**src/rtl/hap_regif_pkg.sv**
```systemverilog
package hap_regif_pkg;
  typedef enum logic [2:0] {
    ST_IDLE, ST_ADDR, ST_PTR, ST_WDAT, ST_ACK, ST_TX, ST_MACK
  } i2c_state_e;

  localparam logic [7:0] A_ID    = 8'h00;
  localparam logic [7:0] A_CTRL  = 8'h01;
  localparam logic [7:0] A_DRIVE = 8'h02;

  localparam logic [2:0] DEV_ID      = 3'd7;
  localparam logic [7:0] CTRL_RST    = 8'h40;
  localparam logic [7:0] CTRL_MASK   = 8'h47;
  localparam logic [2:0] MODE_DIRECT = 3'd5;
endpackage

```
**src/rtl/hap_line_sync.sv**
```systemverilog
module hap_line_sync (
  input  logic clk_i,
  input  logic rst_ni,
  input  logic scl_i,
  input  logic sda_i,
  output logic sda_o,
  output logic scl_rise_o,
  output logic scl_fall_o,
  output logic start_o,
  output logic stop_o
);
  logic [2:0] scl_q, sda_q;

  always_ff @(posedge clk_i or negedge rst_ni) begin
    if (!rst_ni) begin
      scl_q <= 3'b111;
      sda_q <= 3'b111;
    end else begin
      scl_q <= {scl_q[1:0], scl_i};
      sda_q <= {sda_q[1:0], sda_i};
    end
  end

  assign sda_o      = sda_q[1];
  assign scl_rise_o = scl_q[1] & ~scl_q[2];
  assign scl_fall_o = ~scl_q[1] & scl_q[2];
  assign start_o    = scl_q[1] & scl_q[2] & sda_q[2] & ~sda_q[1];
  assign stop_o     = scl_q[1] & scl_q[2] & ~sda_q[2] & sda_q[1];
endmodule

```
**src/rtl/hap_i2c_fsm.sv**
```systemverilog
module hap_i2c_fsm
  import hap_regif_pkg::*;
#(
  parameter logic [6:0] DEV_ADDR = 7'h5A
) (
  input  logic       clk_i,
  input  logic       rst_ni,
  input  logic       sda_i,
  input  logic       scl_rise_i,
  input  logic       scl_fall_i,
  input  logic       start_i,
  input  logic       stop_i,
  input  logic [7:0] rd_data_i,
  output logic [7:0] ptr_o,
  output logic       wr_en_o,
  output logic [7:0] wr_data_o,
  output logic       sda_oe_o
);
  i2c_state_e state_q, nxt_q;
  logic [2:0] bit_cnt_q;
  logic       full_q, nack_q;
  logic [7:0] rx_q, tx_q, ptr_q;
  logic       rx_state;

  assign rx_state = (state_q == ST_ADDR) || (state_q == ST_PTR) || (state_q == ST_WDAT);

  always_ff @(posedge clk_i or negedge rst_ni) begin
    if (!rst_ni) begin
      state_q   <= ST_IDLE;
      nxt_q     <= ST_IDLE;
      bit_cnt_q <= '0;
      full_q    <= 1'b0;
      nack_q    <= 1'b0;
      rx_q      <= '0;
      tx_q      <= '0;
      ptr_q     <= '0;
    end else if (start_i) begin
      state_q   <= ST_ADDR;
      bit_cnt_q <= '0;
      full_q    <= 1'b0;
    end else if (stop_i) begin
      state_q <= ST_IDLE;
      full_q  <= 1'b0;
    end else begin
      if (rx_state) begin
        if (scl_rise_i) begin
          rx_q      <= {rx_q[6:0], sda_i};
          bit_cnt_q <= bit_cnt_q + 3'd1;
          if (bit_cnt_q == 3'd7) full_q <= 1'b1;
        end else if (scl_fall_i && full_q) begin
          full_q <= 1'b0;
          case (state_q)
            ST_ADDR: begin
              if (rx_q[7:1] == DEV_ADDR) begin
                state_q <= ST_ACK;
                nxt_q   <= rx_q[0] ? ST_TX : ST_PTR;
              end else begin
                state_q <= ST_IDLE;
              end
            end
            ST_PTR: begin
              ptr_q   <= rx_q;
              state_q <= ST_ACK;
              nxt_q   <= ST_WDAT;
            end
            default: begin
              ptr_q   <= ptr_q + 8'd1;
              state_q <= ST_ACK;
              nxt_q   <= ST_WDAT;
            end
          endcase
        end
      end else begin
        case (state_q)
          ST_ACK: if (scl_fall_i) begin
            bit_cnt_q <= '0;
            state_q   <= nxt_q;
            if (nxt_q == ST_TX) begin
              tx_q  <= rd_data_i;
              ptr_q <= ptr_q + 8'd1;
            end
          end
          ST_TX: if (scl_fall_i) begin
            tx_q      <= {tx_q[6:0], 1'b0};
            bit_cnt_q <= bit_cnt_q + 3'd1;
            if (bit_cnt_q == 3'd7) state_q <= ST_MACK;
          end
          ST_MACK: begin
            if (scl_rise_i) nack_q <= sda_i;
            if (scl_fall_i) begin
              if (nack_q) begin
                state_q <= ST_IDLE;
              end else begin
                tx_q      <= rd_data_i;
                ptr_q     <= ptr_q + 8'd1;
                bit_cnt_q <= '0;
                state_q   <= ST_TX;
              end
            end
          end
          default: ;
        endcase
      end
    end
  end

  assign ptr_o     = ptr_q;
  assign wr_data_o = rx_q;
  assign wr_en_o   = (state_q == ST_WDAT) && scl_fall_i && full_q && !start_i && !stop_i;
  assign sda_oe_o  = (state_q == ST_ACK) || ((state_q == ST_TX) && !tx_q[7]);

  a_r12_start_restarts: assert property (@(posedge clk_i) disable iff (!rst_ni)
    start_i |=> state_q == ST_ADDR);
  a_r12_stop_idles: assert property (@(posedge clk_i) disable iff (!rst_ni)
    (stop_i && !start_i) |=> state_q == ST_IDLE);
  a_r1_foreign_dropped: assert property (@(posedge clk_i) disable iff (!rst_ni)
    (state_q == ST_ADDR && scl_fall_i && full_q && !start_i && !stop_i
     && rx_q[7:1] != DEV_ADDR) |=> state_q == ST_IDLE);
  a_r3_ptr_steps: assert property (@(posedge clk_i) disable iff (!rst_ni)
    wr_en_o |=> ptr_q == $past(ptr_q) + 8'd1);
endmodule

```
**src/rtl/hap_reg_bank.sv**
```systemverilog
module hap_reg_bank
  import hap_regif_pkg::*;
#(
  parameter int         NUM_SLOTS = 8,
  parameter logic [7:0] SLOT_BASE = 8'h04
) (
  input  logic       clk_i,
  input  logic       rst_ni,
  input  logic       wr_en_i,
  input  logic [7:0] addr_i,
  input  logic [7:0] wr_data_i,
  output logic [7:0] rd_data_o,
  output logic [7:0] ctrl_o,
  output logic [7:0] drive_o,
  output logic       go_o
);
  localparam logic [7:0] GoAddr = SLOT_BASE + 8'(NUM_SLOTS);

  logic [7:0] ctrl_q, drive_q;
  logic       go_q;
  logic [7:0] slot_q [NUM_SLOTS];
  logic       soft_rst;

  assign soft_rst = wr_en_i && (addr_i == A_CTRL) && wr_data_i[7];

  always_ff @(posedge clk_i or negedge rst_ni) begin
    if (!rst_ni) begin
      ctrl_q  <= CTRL_RST;
      drive_q <= '0;
      go_q    <= 1'b0;
    end else if (soft_rst) begin
      ctrl_q  <= CTRL_RST;
      drive_q <= '0;
      go_q    <= 1'b0;
    end else if (wr_en_i) begin
      if (addr_i == A_CTRL)  ctrl_q  <= wr_data_i & CTRL_MASK;
      if (addr_i == A_DRIVE) drive_q <= wr_data_i;
      if (addr_i == GoAddr)  go_q    <= wr_data_i[0];
    end
  end

  for (genvar i = 0; i < NUM_SLOTS; i++) begin : g_slot
    always_ff @(posedge clk_i or negedge rst_ni) begin
      if (!rst_ni)                                       slot_q[i] <= '0;
      else if (soft_rst)                                 slot_q[i] <= '0;
      else if (wr_en_i && addr_i == SLOT_BASE + 8'(i))   slot_q[i] <= wr_data_i;
    end
  end

  always_comb begin
    rd_data_o = '0;
    if (addr_i == A_ID)         rd_data_o = {DEV_ID, 5'b0};
    else if (addr_i == A_CTRL)  rd_data_o = ctrl_q;
    else if (addr_i == A_DRIVE) rd_data_o = drive_q;
    else if (addr_i == GoAddr)  rd_data_o = {7'b0, go_q};
    for (int i = 0; i < NUM_SLOTS; i++)
      if (addr_i == SLOT_BASE + 8'(i)) rd_data_o = slot_q[i];
  end

  assign ctrl_o  = ctrl_q;
  assign drive_o = drive_q;
  assign go_o    = go_q;

  a_r7_soft_reset: assert property (@(posedge clk_i) disable iff (!rst_ni)
    soft_rst |=> (ctrl_q == CTRL_RST) && (drive_q == 8'h00) && !go_q && (slot_q[0] == 8'h00));
  a_r8_ctrl_hold: assert property (@(posedge clk_i) disable iff (!rst_ni)
    !(wr_en_i && addr_i == A_CTRL) |=> $stable(ctrl_q));
  a_r10_slot_wr: assert property (@(posedge clk_i) disable iff (!rst_ni)
    (wr_en_i && addr_i == SLOT_BASE) |=> slot_q[0] == $past(wr_data_i));
endmodule

```
**src/rtl/hap_regif_top.sv**
```systemverilog
module hap_regif_top
  import hap_regif_pkg::*;
#(
  parameter logic [6:0] DEV_ADDR  = 7'h5A,
  parameter int         NUM_SLOTS = 8,
  parameter logic [7:0] SLOT_BASE = 8'h04
) (
  input  logic       clk_i,
  input  logic       rst_ni,
  input  logic       scl_i,
  input  logic       sda_i,
  output logic       sda_oe_o,
  output logic [2:0] mode_o,
  output logic       standby_o,
  output logic [7:0] drive_o,
  output logic       go_o
);
  logic       sda_s, scl_rise, scl_fall, bus_start, bus_stop;
  logic [7:0] ptr, wr_data, rd_data, ctrl, drive_val;
  logic       wr_en;

  hap_line_sync u_sync (
    .clk_i, .rst_ni, .scl_i, .sda_i,
    .sda_o(sda_s), .scl_rise_o(scl_rise), .scl_fall_o(scl_fall),
    .start_o(bus_start), .stop_o(bus_stop)
  );

  hap_i2c_fsm #(.DEV_ADDR(DEV_ADDR)) u_fsm (
    .clk_i, .rst_ni, .sda_i(sda_s), .scl_rise_i(scl_rise), .scl_fall_i(scl_fall),
    .start_i(bus_start), .stop_i(bus_stop), .rd_data_i(rd_data),
    .ptr_o(ptr), .wr_en_o(wr_en), .wr_data_o(wr_data), .sda_oe_o
  );

  hap_reg_bank #(.NUM_SLOTS(NUM_SLOTS), .SLOT_BASE(SLOT_BASE)) u_bank (
    .clk_i, .rst_ni, .wr_en_i(wr_en), .addr_i(ptr), .wr_data_i(wr_data),
    .rd_data_o(rd_data), .ctrl_o(ctrl), .drive_o(drive_val), .go_o
  );

  assign mode_o    = ctrl[2:0];
  assign standby_o = ctrl[6];
  assign drive_o   = (ctrl[2:0] == MODE_DIRECT && !ctrl[6]) ? drive_val : 8'h00;

  a_r9_drive_gated: assert property (@(posedge clk_i) disable iff (!rst_ni)
    (drive_o != 8'h00) |-> (mode_o == MODE_DIRECT) && !standby_o);
endmodule

```
**config.mk**
```make
export PLATFORM = sky130hd
export DESIGN_NAME = hap_regif_top
export DESIGN_NICKNAME = d
export VERILOG_FILES = /design/src/rtl/hap_regif_pkg.sv /design/src/rtl/hap_line_sync.sv /design/src/rtl/hap_i2c_fsm.sv /design/src/rtl/hap_reg_bank.sv /design/src/rtl/hap_regif_top.sv
export SDC_FILE = /design/constraint.sdc
export NUM_CORES = 1
export LEC_CHECK = 0
export ABC_AREA = 1
export BUFFER_PORTS_ARGS = -buffer_cell sky130_fd_sc_hd__buf_2
export CORE_MARGIN = 2
export CORE_UTILIZATION = 40
export DETAILED_ROUTE_END_ITERATION = 10
export PLACE_DENSITY = 0.54
export SYNTH_ARGS = -nofsm -noshare
export SYNTH_HDL_FRONTEND = slang
export SYNTH_SLANG_ARGS = --single-unit
```
**constraint.sdc**
```tcl
create_clock -name clk_i -period 1.8 [get_ports clk_i]
set_clock_uncertainty 0.05 [all_clocks]
set_input_delay 0.18 -clock clk_i [delete_from_list [all_inputs] [get_ports clk_i]]
set_output_delay 0.18 -clock clk_i [all_outputs]
set_load 0.1 [all_outputs]
```
# [Word level (Yosys, flattened, before mapping)]
# Index checks and enable logic that the tools add are counted.
[totals] in_bits=4 register_bits=122 out_inout_bits=14
[classes] addsub=2 bitwise_logic=15 n_mux=84 n_reduce_logical=54 eq_ne=47
[ops] op="2-to-1 mux 8 bit" count=46
[ops] op="2-to-1 mux 3 bit" count=23
[ops] op="== test 8 x 4 -> 1 bit (second input constant)" count=5
[ops] op="== test 8 x 3 -> 1 bit (second input constant)" count=4
[ops] op="case mux 8 bit (2 select lines)" count=2
[ops] op="case mux 8 bit (3 select lines)" count=1
[ops] op="nonzero test 2 bit" count=12
[ops] op="inequality test 5 x 1 -> 1 bit (second input constant)" count=4
[ops] op="== test 3 bit (second input constant)" count=6
[ops] op="case mux 3 bit (3 select lines)" count=2
[ops] op="logical AND 1 bit" count=17
[ops] op="inequality test 4 x 1 -> 1 bit (second input constant)" count=4
[ops] op="AND reduction 7 bit" count=2
[ops] op="2-to-1 mux 1 bit" count=10
[ops] op="inequality test 2 x 1 -> 1 bit (second input constant)" count=5
[ops] op="inequality test 2 bit (second input constant)" count=5
[ops] op="AND reduction 10 bit" count=1
[ops] op="inequality test 3 x 1 -> 1 bit (second input constant)" count=3
[ops] op="AND reduction 9 bit" count=1
[ops] op="nonzero test 3 bit" count=3
[ops] op="adder 8 x 1 -> 8 bit (second input constant)" count=1
[ops] op="== test 8 x 1 -> 1 bit (second input constant)" count=1
[ops] op="== test 8 x 2 -> 1 bit (second input constant)" count=1
[ops] op="zero test 8 bit" count=1
[ops] op="20 further kinds" count=42

# [Depth between registers and ports, before layout]
[logic_depth] ltp_word=16 mapped_depth=18 depth_no_buf=18

# [By module]
# From an unflattened synthesis, not the netlist that was laid out.
[unflattened] hier_cells=787 hier_area_um2=6376.1
[modules_own_cells] mod="hap_reg_bank" instances=1 area_each_um2=3813.7 cells_each=444 seq_area_each_um2=1928.1
[modules_own_cells] mod="hap_i2c_fsm" instances=1 area_each_um2=2283.4 cells_each=306 seq_area_each_um2=875.8
[modules_own_cells] mod="hap_line_sync" instances=1 area_each_um2=198.9 cells_each=17 seq_area_each_um2=157.7
[modules_own_cells] mod="hap_regif_top" instances=1 area_each_um2=80.1 cells_each=20 seq_area_each_um2=0.0

# [Worst setup path before layout]
# OpenSTA, ideal clock, no wires.
[synth_timing] path_kind="register to output" from="register u_fsm.state_q[0]" to="output port sda_oe_o" stages_incl_launch_ff=6 arrival_time_ns=3.211 n_path_buf=1 path_slack_ns=-1.641 path_cell_list="dfrtp_1 > inv_2 > nor3_4 > inv_2 > buf_2 > o21ai_0"
[synth_between] elab_chain_cells=3 elab_cells_between_ends=4 classes_between="eq/ne (2); reduce/logical (2)"
[synth_lines] element="start: declaration" line="hap_i2c_fsm.sv:19" rtl="i2c_state_e state_q, nxt_q;"
[synth_lines] element="start signal: assignment" line="hap_i2c_fsm.sv:77" rtl="state_q <= nxt_q;"
[synth_lines] element="== test 3 bit" line="hap_i2c_fsm.sv:110" rtl="assign sda_oe_o = (state_q == ST_ACK) || ((state_q == ST_TX) && !tx_q[7]);"
[synth_lines] element="logical AND 1 bit" line="hap_i2c_fsm.sv:110"
[synth_lines] element="logical OR 1 bit (*)" line="hap_i2c_fsm.sv:110"
[synth_lines] element="end: declaration" line="hap_regif_top.sv:12" rtl="output logic sda_oe_o,"
# Mark *: on every way between the ends. The rest lies on a longest branch, timed or not.

# [Worst setup path in the final report]
[layout_timing] from="register u_fsm.ptr_q[0], in the netlist u_fsm.ptr_o[0]" to="register u_fsm.tx_q[2]"
[layout_between] elab_chain_cells=15 elab_cells_between_ends=27 classes_between="eq/ne (10); mux (16); reduce/logical (1)"
[layout_lines] element="start: declaration" line="hap_i2c_fsm.sv:22" rtl="logic [7:0] rx_q, tx_q, ptr_q;"
[layout_lines] element="start signal: assignment" line="hap_i2c_fsm.sv:62" rtl="ptr_q <= rx_q;"
[layout_lines] element="start signal: assignment" line="hap_i2c_fsm.sv:67" rtl="ptr_q <= ptr_q + 8'd1;"
[layout_lines] element="start signal: assignment" line="hap_i2c_fsm.sv:80" rtl="ptr_q <= ptr_q + 8'd1;"
[layout_lines] element="== test 8 x 2 -> 1 bit" line="hap_reg_bank.sv:54" rtl="else if (addr_i == A_DRIVE) rd_data_o = drive_q;"
[layout_lines] element="2-to-1 mux 8 bit" line="hap_reg_bank.sv:54"
[layout_lines] element="2-to-1 mux 8 bit" line="hap_reg_bank.sv:53" rtl="else if (addr_i == A_CTRL) rd_data_o = ctrl_q;"
[layout_lines] element="2-to-1 mux 8 bit" line="hap_reg_bank.sv:52" rtl="if (addr_i == A_ID) rd_data_o = {DEV_ID, 5'b0};"
[layout_lines] element="2-to-1 mux 8 bit (7 in series)" line="hap_reg_bank.sv:57" rtl="if (addr_i == SLOT_BASE + 8'(i)) rd_data_o = slot_q[i];"
[layout_lines] element="2-to-1 mux 8 bit (*)" line="hap_reg_bank.sv:57"
[layout_lines] element="2-to-1 mux 8 bit (on tied branches)" line="hap_i2c_fsm.sv:91, hap_i2c_fsm.sv:78"
[layout_lines] element="2-to-1 mux 8 bit (on tied branches)" line="hap_i2c_fsm.sv:90, hap_i2c_fsm.sv:75"
[layout_lines] element="case mux 8 bit (3 select lines) (*)" line="hap_i2c_fsm.sv:74" rtl="case (state_q)"
[layout_lines] element="end signal: assignment" line="hap_i2c_fsm.sv:79" rtl="tx_q <= rd_data_i;"
[layout_lines] element="end signal: assignment" line="hap_i2c_fsm.sv:84" rtl="tx_q <= {tx_q[6:0], 1'b0};"
[layout_lines] element="end signal: assignment" line="hap_i2c_fsm.sv:94" rtl="tx_q <= rd_data_i;"
[layout_lines] element="end: declaration" line="hap_i2c_fsm.sv:22"
# Mark *: on every way between the ends. The rest lies on a longest branch, timed or not. The select of a mux whose other input is x is not followed.
# A chain may end at the register's enable or synchronous reset.

==> flow_metrics.tcl <==
set metrics [dict create \
    ys_ff_latch 118 \
    period_minus_slack_ns 2.06 \
    synthArstFlopShare_pct 100 \
    power.density_nw_per_um2 1050 \
    holdWs_ns 0.175 \
    core-area_um2 15100 \
    violations "negative setup slack" \
    synthCells 778 \
    post_drt_wl_per_cell_um 19.0 \
    outcome "finished, violations left" \
    clock_latency_ns 0.43 \
    post-route-period-util_pct 114 \
    routed_via_density 5.50 \
    max-cap-violations 0 \
    drive_above_1_share_pct 46.9 \
    syn_to_final_growth_pct 62.1 \
    portBuffers 17 \
    wirelength_um 21800 \
    die_h_um 128 \
    rows 45 \
    ys_types 43 \
    hold_viol 0 \
    fill_cells 1147 \
    cts.clk_slew.worst_paths_ns 0.06 \
    htreeDepth 4 \
    synth_edf_count 0 \
    worst_hold_path_type "input pin to asynchronous set/reset pin" \
    synth_ff_type "dfrtp_1" \
    ir_drop_uv 854 \
    pin_count 18 \
    drc 0 \
    synth_nets 788 \
    start_kind "register" \
    rsz0062_at_grt "yes" \
    worst_pin_slew_ns 0.488 \
    clk_path_buf_depth 2 \
    clockRootBuffer "clkbuf_16" \
    antenna_left 0 \
    syn_area_per_cell_um2 7.96 \
    gp_congestion 0.885 \
    drtPass1Iterations 7 \
    drt_iter0_drc 425 \
    dp_hpwl_um 12400 \
    synth_seq_area_share_pct 47.8 \
    grt.total_usage_pct 25.5 \
    final_util_pct 66.2 \
    required_ns 2.07 \
    setup_slack_ns -0.258 \
    final_cell_mix "148 x nand2_1, 102 x dfrtp_1, 88 x buf_4" \
    finalSetupViolCount 94 \
    nets 956 \
    grt_pass1_wl_um 32100 \
    layout_commonest_cell "nand2_1" \
    slew_headroom_pct 67.7 \
    numCtsBuffers 17 \
    grt_max_degree 51 \
    antenna_found_initial 0 \
    worst_setup_path_end_kind "register" \
    clock-sinks 118 \
    max_freq_mhz 486 \
    tritoncts "built" \
    crit_fanout 6 \
    crit_arrival_ns 2.33 \
    vias 6303 \
    grt_pass1_vias 6098 \
    syn_area_um2 6190 \
    die_area_um2 16500 \
    fp.dieW_um 128 \
    path_class "register to register" \
    r2r-start "u_fsm.ptr_o[0]$_DFFE_PN0P_" \
    startpoint "u_fsm.ptr_o[0]$_DFFE_PN0P_" \
    leakage_nw 4.50 \
    overflow 0 \
    yosysWarnings 0 \
    initial_core_util_pct 40.9 \
    slew_violations 0 \
    diodes 0 \
]
==> Yosys cell counts (2+ instances only) <==
cell	n	area share [%]
nand2_1	187	11
dfrtp_1	111	45
inv_1	86	5.2
o21ai_0	65	5.3
nand3_1	62	5.0
a21oi_1	44	3.6
nor2_1	42	2.5
o21ai_1	31	2.5
o22ai_1	23	2.3
inv_2	16	0.97
buf_2	11	0.89
clkbuf_1	11	0.67
nor3_1	11	0.89
nand2_2	8	0.81
nor2_2	8	0.81
dfstp_2	7	3.0
ha_1	6	1.2
nand4_1	5	0.51
nor2_4	5	0.91
nor3_4	5	1.3
buf_6	4	0.73
nand3_2	3	0.49
nor3_2	3	0.49
a22oi_1	2	0.24
nor4_1	2	0.20
o211ai_1	2	0.24
o211ai_2	2	0.40
==> cell families (layout without fill, tap and decap cells) <==
group	Yosys count	in the layout	synth area share (%)
simple gates	343	346	25.6
compound gates	180	181	16.4
buf+inv	129	306	8.59
flops	118	118	47.8
fa+ha+maj	6	6	1.21
xor+xnor	1	1	0.142
mux	1	1	0.162
==> critical path: stages, from the launching register on <==
cell and delay [ns]:
dfrtp_1 0.40, buf_4 0.16, ha_4 0.17, inv_4 0.08, nor3_4 0.06, buf_12 0.13
a21oi_1 0.16, nand2_2 0.09, nand2_2 0.09, nand2_2 0.06, nand2_2 0.08, nand3_2 0.06
nand2_1 0.06, nand2_1 0.05, nand2_1 0.07, nand2_1 0.06, nand2_1 0.06, nand2_1 0.04
==> final timing paths <==
check | cells past startpoint | to | slack [ns]
max reg2reg | 17 | u_fsm.tx_q[2]$_DFFE_PN0P_ | -0.26
min in group clk_i | 0 | u_sync.scl_q[1]$_DFF_PN1_ | 0.31
max in group asynchronous | 3 | u_sync.sda_q[2]$_DFF_PN1_ | 0.88
min | 2 | u_bank.slot_q[62]$_DFFE_PN0P_ | 0.18
max | 17 | u_fsm.tx_q[2]$_DFFE_PN0P_ | -0.26
min reg2reg | 0 | u_sync.scl_q[1]$_DFF_PN1_ | 0.31
==> layout make-up <==
class / count / area, um^2 / area share (%)
tap: 188 / 235 / 2.34
timing repair inverter: 1 / 7.51 / 0.0748
clock buffer: 25 / 505 / 5.04
multi-input combinational: 535 / 3820 / 38.1
inverter: 102 / 408 / 4.07
timing repair buffer: 171 / 1980 / 19.7
clock inverter: 7 / 92.6 / 0.923
sequential: 118 / 2980 / 29.7
==> registers in the layout (all words and copies together), names as in the netlist <==
| name | flops |
|---|---|
| u_bank.slot_q | 64 |
| u_bank.drive_o | 8 |
| u_fsm.ptr_o | 8 |
| u_fsm.tx_q | 8 |
| u_fsm.wr_data_o | 8 |
| u_bank.ctrl_o | 4 |
| u_fsm.bit_cnt_q | 3 |
| u_fsm.nxt_q | 3 |
| u_fsm.state_q | 3 |
| u_sync.scl_q | 3 |
| u_sync.sda_q | 3 |
| u_bank.go_o | 1 |
| u_fsm.full_q | 1 |
| u_fsm.nack_q | 1 |
==> power by group <==
part	total [mW]	internal, mW	switching [mW]
combinational	3.99	1.74	2.25
clock	3.46	2.22	1.25
sequential	3.04	2.84	0.200
total	10.5	6.80	3.70
==> routing by layer <==
layer	wire length, um	vias to the layer above	global-route usage, %	share of wire (%)
li1	-	2933	-	-
met1	9380	3145	33.2	43
met2	10800	178	41.7	49
met3	1050	47	5.70	4.8
met4	578	0	9.37	2.7
met5	0	-	0	0
==> stage by stage <==
step	TNS, ns	instances	setup slack, ns	power [mW]	instance area, um^2
2_1_floorplan	-0.0290	778	-0.0290	4.64	6300
6_report	-13.14	1147	-0.258	10.5	10000
4_1_cts	-13.73	1128	-0.277	9.90	8960
3_3_place_gp	-26.18	1054	-0.398	5.81	7530
5_1_grt	-21.32	1147	-0.396	10.9	10000
3_5_place_dp	-27.45	1054	-0.407	5.86	7530
==> repair_timing <==
action                     CTS  global route
hold buffers                 3             0
pin swaps                   28            54
cloned                      11             9
hold endpoints to repair    27             0
buffers inserted            28            16
setup endpoints to repair  107           110
gates resized for setup     94           225
Power figures use the tool's default switching activity.
